===== src/rtl/usbdev_rst_pkg.sv =====
// Package: register addresses and bit positions shared by the reset sequencer,
// its checker and its bench. The endpoint words start at REG_EP_BASE.
package usbdev_rst_pkg;
    localparam int REG_CTRL    = 0;
    localparam int REG_STATUS  = 1;
    localparam int REG_FADDR   = 2;
    localparam int REG_CFG     = 3;
    localparam int REG_EP_BASE = 4;

    localparam int CTRL_SWRST_BIT = 0;
    localparam int CTRL_IRQEN_BIT = 1;
    localparam int STAT_RST_BIT   = 0;
    localparam int STAT_XFER_BIT  = 1;
endpackage


===== src/rtl/usbdev_rst_detect.sv =====
// Combines the two reset sources and finds the first cycle of a reset.
// Assumes bus_rst is already synchronous to clk.
module usbdev_rst_detect (
    input  logic clk,
    input  logic rst_n,
    input  logic sw_rst,
    input  logic bus_rst,
    output logic rst_active,
    output logic rst_event,
    output logic rst_prev
);
    assign rst_active = sw_rst | bus_rst;
    assign rst_event  = rst_active & ~rst_prev;

    // remember the previous cycle's combined source
    always_ff @(posedge clk) begin
        if (!rst_n) rst_prev <= 1'b0;
        else        rst_prev <= rst_active;
    end
endmodule


===== src/rtl/usbdev_rst_ctrl_regs.sv =====
// Holds the control, status, function-address and configuration words.
// The address is cleared while a reset is active. The configuration and
// control words are never touched by a reset event.
module usbdev_rst_ctrl_regs
    import usbdev_rst_pkg::*;
#(
    parameter int DATA_W  = 8,
    parameter int ADDR_W  = 4,
    parameter int FADDR_W = 7
) (
    input  logic               clk,
    input  logic               rst_n,
    input  logic               wr_en,
    input  logic [ADDR_W-1:0]  addr,
    input  logic [DATA_W-1:0]  wr_data,
    input  logic               rst_active,
    input  logic               rst_event,
    input  logic               xfer_ok,
    input  logic               traffic_en,
    output logic               sw_rst,
    output logic               irq_en,
    output logic               rst_flag,
    output logic               xfer_flag,
    output logic [FADDR_W-1:0] faddr,
    output logic [DATA_W-1:0]  cfg
);
    logic wr_ctrl, wr_stat, wr_faddr, wr_cfg;

    assign wr_ctrl  = wr_en && (addr == ADDR_W'(REG_CTRL));
    assign wr_stat  = wr_en && (addr == ADDR_W'(REG_STATUS));
    assign wr_faddr = wr_en && (addr == ADDR_W'(REG_FADDR));
    assign wr_cfg   = wr_en && (addr == ADDR_W'(REG_CFG));

    // control word: software reset bit and interrupt enable
    always_ff @(posedge clk) begin
        if (!rst_n) begin
            sw_rst <= 1'b0;
            irq_en <= 1'b0;
        end else if (wr_ctrl) begin
            sw_rst <= wr_data[CTRL_SWRST_BIT];
            irq_en <= wr_data[CTRL_IRQEN_BIT];
        end
    end

    // reset flag: set on a new reset, cleared by writing zero
    always_ff @(posedge clk) begin
        if (!rst_n)                                     rst_flag <= 1'b0;
        else if (rst_event)                             rst_flag <= 1'b1;
        else if (wr_stat && !wr_data[STAT_RST_BIT])     rst_flag <= 1'b0;
    end

    // completion flag: posted while traffic is still open, cleared by writing zero
    always_ff @(posedge clk) begin
        if (!rst_n)                                     xfer_flag <= 1'b0;
        else if (xfer_ok && traffic_en)                 xfer_flag <= 1'b1;
        else if (wr_stat && !wr_data[STAT_XFER_BIT])    xfer_flag <= 1'b0;
    end

    // function address: held at zero during reset
    always_ff @(posedge clk) begin
        if (!rst_n)          faddr <= '0;
        else if (rst_active) faddr <= '0;
        else if (wr_faddr)   faddr <= wr_data[FADDR_W-1:0];
    end

    // configuration word: survives reset events
    always_ff @(posedge clk) begin
        if (!rst_n)      cfg <= '0;
        else if (wr_cfg) cfg <= wr_data;
    end
endmodule


===== src/rtl/usbdev_rst_ep_bank.sv =====
// One register per endpoint, all held at zero while a reset is active.
// Endpoint i sits at address REG_EP_BASE + i.
module usbdev_rst_ep_bank
    import usbdev_rst_pkg::*;
#(
    parameter int DATA_W = 8,
    parameter int ADDR_W = 4,
    parameter int NUM_EP = 4
) (
    input  logic                     clk,
    input  logic                     rst_n,
    input  logic                     wr_en,
    input  logic [ADDR_W-1:0]        addr,
    input  logic [DATA_W-1:0]        wr_data,
    input  logic                     clear,
    output logic [NUM_EP*DATA_W-1:0] ep_flat
);
    for (genvar g = 0; g < NUM_EP; g++) begin : g_ep
        logic hit;
        assign hit = wr_en && (addr == ADDR_W'(REG_EP_BASE + g));

        // endpoint word g: cleared by reset, else loaded on write
        always_ff @(posedge clk) begin
            if (!rst_n)     ep_flat[g*DATA_W +: DATA_W] <= '0;
            else if (clear) ep_flat[g*DATA_W +: DATA_W] <= '0;
            else if (hit)   ep_flat[g*DATA_W +: DATA_W] <= wr_data;
        end
    end
endmodule


===== src/rtl/usbdev_rst_seq.sv =====
// Top of the reset sequencer. It ties the source detector, the register
// words and the endpoint bank together, gates traffic, and drives the read
// mux. Assumes bus_rst_det is synchronous and that xfer_ok pulses for one
// cycle per completed transaction.
module usbdev_rst_seq
    import usbdev_rst_pkg::*;
#(
    parameter int DATA_W  = 8,
    parameter int ADDR_W  = 4,
    parameter int FADDR_W = 7,
    parameter int NUM_EP  = 4
) (
    input  logic                     clk,
    input  logic                     rst_n,
    input  logic                     wr_en,
    input  logic [ADDR_W-1:0]        addr,
    input  logic [DATA_W-1:0]        wr_data,
    output logic [DATA_W-1:0]        rd_data,
    input  logic                     bus_rst_det,
    input  logic                     xfer_ok,
    output logic                     proto_rst,
    output logic                     rx_en,
    output logic                     tx_en,
    output logic                     irq,
    output logic [FADDR_W-1:0]       faddr_o,
    output logic [DATA_W-1:0]        cfg_o,
    output logic [NUM_EP*DATA_W-1:0] ep_cfg_o
);
    localparam int REG_COUNT = REG_EP_BASE + NUM_EP;

    logic sw_rst, irq_en, rst_flag, xfer_flag;
    logic rst_active, rst_event, rst_prev, traffic_en;

    usbdev_rst_detect i_detect (
        .clk        (clk),
        .rst_n      (rst_n),
        .sw_rst     (sw_rst),
        .bus_rst    (bus_rst_det),
        .rst_active (rst_active),
        .rst_event  (rst_event),
        .rst_prev   (rst_prev)
    );

    usbdev_rst_ctrl_regs #(
        .DATA_W  (DATA_W),
        .ADDR_W  (ADDR_W),
        .FADDR_W (FADDR_W)
    ) i_regs (
        .clk        (clk),
        .rst_n      (rst_n),
        .wr_en      (wr_en),
        .addr       (addr),
        .wr_data    (wr_data),
        .rst_active (rst_active),
        .rst_event  (rst_event),
        .xfer_ok    (xfer_ok),
        .traffic_en (traffic_en),
        .sw_rst     (sw_rst),
        .irq_en     (irq_en),
        .rst_flag   (rst_flag),
        .xfer_flag  (xfer_flag),
        .faddr      (faddr_o),
        .cfg        (cfg_o)
    );

    usbdev_rst_ep_bank #(
        .DATA_W (DATA_W),
        .ADDR_W (ADDR_W),
        .NUM_EP (NUM_EP)
    ) i_ep (
        .clk     (clk),
        .rst_n   (rst_n),
        .wr_en   (wr_en),
        .addr    (addr),
        .wr_data (wr_data),
        .clear   (rst_active),
        .ep_flat (ep_cfg_o)
    );

    // traffic opens only after the flag is acknowledged and the reset has ended
    assign traffic_en = ~rst_flag & ~rst_prev;
    assign rx_en      = traffic_en;
    assign tx_en      = traffic_en;
    assign proto_rst  = rst_active;
    assign irq        = rst_flag & irq_en;

    // read mux over all register words
    always_comb begin
        rd_data = '0;
        if (addr == ADDR_W'(REG_CTRL)) begin
            rd_data[CTRL_SWRST_BIT] = sw_rst;
            rd_data[CTRL_IRQEN_BIT] = irq_en;
        end else if (addr == ADDR_W'(REG_STATUS)) begin
            rd_data[STAT_RST_BIT]  = rst_flag;
            rd_data[STAT_XFER_BIT] = xfer_flag;
        end else if (addr == ADDR_W'(REG_FADDR)) begin
            rd_data[FADDR_W-1:0] = faddr_o;
        end else if (addr == ADDR_W'(REG_CFG)) begin
            rd_data = cfg_o;
        end else begin
            for (int i = 0; i < NUM_EP; i++) begin
                if (addr == ADDR_W'(REG_EP_BASE + i))
                    rd_data = ep_cfg_o[i*DATA_W +: DATA_W];
            end
        end
    end

    // a register map larger than the address space would alias words
    initial begin
        if (REG_COUNT > (1 << ADDR_W))
            $display("usbdev_rst_seq: NUM_EP too large for ADDR_W");
    end
endmodule


===== config.mk =====
export PLATFORM = sky130hd
export DESIGN_NAME = usbdev_rst_seq
export DESIGN_NICKNAME = d
export VERILOG_FILES = /design/src/rtl/usbdev_rst_pkg.sv /design/src/rtl/usbdev_rst_detect.sv /design/src/rtl/usbdev_rst_ctrl_regs.sv /design/src/rtl/usbdev_rst_ep_bank.sv /design/src/rtl/usbdev_rst_seq.sv
export SDC_FILE = /design/constraint.sdc
export NUM_CORES = 1
export LEC_CHECK = 0
export BUFFER_PORTS_ARGS = -buffer_cell sky130_fd_sc_hd__clkbuf_2
export CORE_UTILIZATION = 46
export CTS_CLUSTER_SIZE = 8
export DETAILED_ROUTE_END_ITERATION = 10
export PLACE_DENSITY = 0.76
export SETUP_SLACK_MARGIN = 0.1
export SLEW_MARGIN = 15
export SYNTH_ARGS = -nofsm -noshare
export SYNTH_HDL_FRONTEND = slang
export SYNTH_SLANG_ARGS = --single-unit

===== constraint.sdc =====
create_clock -name clk -period 1.2 [get_ports clk]
set_input_delay 0.12 -clock clk [delete_from_list [all_inputs] [get_ports clk]]
set_output_delay 0.12 -clock clk [all_outputs]
set_load 0.005 [all_outputs]

==> reports/qor.csv <==
stage;metric;value;unit
setup_path;Critical Path End Type;primary output;
cts;htree depth;2;
sta;Max Slew Vio Count;0;
cts;CTS Hold Bufs;0;
place;DP Area;3233;um^2
setup_path;type of origin of the critical path;flop;
die;core area;5140;um^2
cts;CTS Sinks;52;
yosys;sequential share of the synthesized area;42.00;%
sta;Hold Vio Cnt, Final;0;
cts;worst-skew pair later-pin latency;0.31;ns
hold_path;Hold Path Depth;3;
die;chip height;75.41;um
yosys;EDFF count, synth;0;
die;I/O pin count;76;
die;Die ar.;5686;um^2
setup_path;slowest library cell on the worst path;dfxtp_2;
cts;CTS Buffer Depth;2;
setup_path;CP required;1.08;ns
global_routing;pin count of the biggest net entering global routing;40;
routing;# DRC;0;
global_routing;global-route wire length before repair;11030;um
yosys;library cells used by synthesis;33;
place;# port buffers;75;
cts;clk slew on worst S/H paths;0.09;ns
sta;Setup TNS Final;-2.051;ns
layout;Area Growth Syn to Fin;42.60;%
global_routing;global route total overflow;0;
routing;1st-iter DRT viols;137;
cts;clock root buffer;clkbuf_8;
run_status;status;complete, but fails checks;
layout;Antenna diodes;0;
routing;WL per Instance;15.72;um
hold_path;Hold WC Path Type;input pin to flop;
global_routing;vias in the first global route;2301;
sta;FMAX;0.6617;GHz
hold_path;Hold Path End;i_regs.xfer_flag$_SDFFE_PN0P_;
sta;crit share post-route;125.9;%
routing;Avg Vias per Cell;5.447;
yosys;Cells after Synth;283;
yosys;Synth area leaders;dfxtp_1 42%, mux2i_1 17%, nor2_1 5.0%, o21ai_0 4.4%, a21oi_1 3.8%;
sta;post-layout min period;1.511;ns
sta;Final Setup Violations;8;
pwr;Peak VDD IR;0.5651;mV
routing;via count;2560;
layout;Finished Core Util;68.77;%
global_routing;gr usage total;25.70;%
die;Starting Density;48.22;%
yosys;Primary FF master, synth;dfxtp_1;
place;Post-DP HPWL;5167;um
setup_path;Max FO, Critical Path;3;
cts;total CTS buffers;5;
yosys;FF+latch count, synth;52;
setup_path;CP peak stage delay;0.34;ns
routing;Post-DRT Antenna Nets;0;
layout;Multi-input gate area;1386;um^2
setup_path;R2R Setup Slk;0.21;ns
yosys;Cell Area, Synth;2479;um^2
layout;final net count;416;
global_routing;initial antenna violation count;0;
flow_run;Max Cap Viol;0;
place;GPL Wtd Cong;0.9398;
routing;routed wire length;7390;um
yosys;Ys Warns;0;
sta;final setup skew;0.005723;ns
setup_path;Data arrival, critical path;1.39;ns
die;Die X;75.41;um
sta;RSZ-0062 raised after global routing;yes;
setup_path;Reg2Reg Depth;4;
layout;fin area;3535;um^2
setup_path;top cell family by delay on the critical path;compound AO/OA/AOI/OAI gates;
yosys;cell type with the largest total area after synthesis;dfxtp_1;
layout;fill count;420;
run_status;failing checks;setup timing;
yosys;post-synthesis async set-or-reset flop share;0;%
routing;first-pass detailed-route iteration total;5;
hold_path;min-delay src;xfer_ok;
sta;Worst Tran Pin Value;0.3013;ns
setup_path;FF-to-FF End;i_ep.ep_flat[26]$_SDFFE_PP0P_;
setup_path;critical-path cell list;nand2b_4 > a22oi_2 > o22ai_1 > a22o_1 > clkbuf_2;
die;FP Rows;26;
cts;TritonCTS clock tree;done;
yosys;Net Count, Synth;300;
yosys;area share of the largest cell type after synthesis;42.00;%
setup_path;CP bufs+invs;1;
setup_path;Crit Path Category;flop to primary output;
pwr;Leak;0.001645;uW
yosys;Avg Cell Area, Syn;8.758;um^2
layout;layout cells sized above 1;44.50;%
sta;final worst setup slack;-0.3112;ns
setup_path;worst r2r src;i_regs.sw_rst$_SDFFE_PN0P_;
layout;FF/Latch Area;1066;um^2
sta;max_slew headroom;79.91;%
pwr;PwrDens;995.2;nW/um^2
-- layout by cell type (no fill, tap or decap), drive strengths merged, types with 2 or more instances in the layout --
| cell type | count |
|---|---|
| a21oi | 19 |
| o22ai | 3 |
| nor3b | 3 |
| mux2i | 41 |
| a21boi | 4 |
| nor2b | 15 |
| or4 | 3 |
| nand2b | 8 |
| clkbuf | 79 |
| dfxtp | 52 |
| nor2 | 33 |
| a22o | 4 |
| inv | 3 |
| nand2 | 24 |
| nand3 | 5 |
| o221ai | 2 |
| o2bb2ai | 2 |
| buf | 60 |
| o21ai | 22 |
| nand4b | 2 |
| a22oi | 6 |
-- cell usage after synthesis, drive strengths merged (2+ instances only) --
| library cell | n |
|---|---|
| a22oi | 6 |
| nand2b | 8 |
| nand3 | 5 |
| nor2b | 15 |
| nor3b | 3 |
| o221ai | 2 |
| buf | 12 |
| mux2i | 41 |
| a22o | 4 |
| or4 | 3 |
| o21ai | 22 |
| o22ai | 3 |
| a21oi | 19 |
| nand4b | 2 |
| nor2 | 33 |
| a21boi | 4 |
| o2bb2ai | 2 |
| dfxtp | 52 |
| nand2 | 24 |
| inv | 3 |
| clkbuf | 11 |
-- tightest hold or removal path, cell delays in order --
cell	delay, ns
clkbuf_2	0.08
nand2_1	0.06
a21boi_0	0.07
-- kinds of logic (layout without fill, tap and decap cells) --
group | after synthesis | count (layout) | share of synthesized area, %
AOI/OAI and AO/OA | 65 | 65 | 15.85
muxes | 42 | 42 | 17.47
DFF | 52 | 52 | 42.00
buffers and inverters | 26 | 143 | 4.846
and+or+nand+nor | 98 | 98 | 19.84
-- power by group --
part	total (uW)	internal, uW	switching (uW)
combinational	435	202	233
sequential	1760	1740	16.3
clock	1320	737	587
-- registers in the layout (all words and copies together), names as in the netlist --
register / flops
i_detect.rst_prev: 1
i_ep.ep_flat: 32
i_regs.cfg: 8
i_regs.faddr: 7
i_regs.irq_en: 1
i_regs.rst_flag: 1
i_regs.sw_rst: 1
i_regs.xfer_flag: 1
-- how the worst max path moves through the flow --
stage	from	cells past startpoint	end
6_report	i_ep.ep_flat[27]$_SDFFE_PP0P_	5	rd_data[3]
4_1_cts	i_ep.ep_flat[31]$_SDFFE_PP0P_	4	rd_data[7]
2_1_floorplan	i_regs.cfg[3]$_SDFFE_PN0P_	2	rd_data[3]
3_3_place_gp	addr[2]	7	i_regs.cfg[6]$_SDFFE_PN0P_
5_1_grt	i_ep.ep_flat[31]$_SDFFE_PP0P_	4	rd_data[7]
3_5_place_dp	addr[2]	7	i_regs.cfg[6]$_SDFFE_PN0P_
-- per-layer routing --
layer	global-route usage (%)	vias up	wire length [um]
li1	-	1227	-
met2	42.66	83	3598
met5	0	-	0
met4	8.848	0	128
met3	4.101	15	384
met1	34.07	1235	3278
-- metrics by stage --
| step | std cells | hold slack (ns) | setup WS (ns) | power (uW) |
|---|---|---|---|---|
| after CTS | 468 | 0.05545 | -0.3096 | 3505 |
| after global placement | 455 | 0.3783 | -0.1450 | 2188 |
| after floorplan | 283 | 0.2560 | 0.07762 | 2003 |
| after global routing | 470 | 0.07692 | -0.3744 | 3625 |
| after detailed placement | 455 | 0.3908 | -0.1982 | 2193 |
| final | 470 | 0.06430 | -0.3112 | 3518 |
-- area by class of cell --
cell class              count  share of cell area (%)
flip-flops and latches     52                   30.16
clock inverters             1                  0.8496
well taps                  70                   2.478
inverters                   3                  0.3186
multi-input cells         205                   39.22
repair buffers            132                   24.25
clock buffers               7                   2.726
-- timing repair --
| item | CTS | global route |
|---|---|---|
| pin swaps | 10 | 10 |
| setup endpoints to repair | 12 | 51 |
| setup buffers | 5 | 2 |
| gates resized for setup | 24 | 28 |
Note: power is estimated with default switching activity, not from simulation.
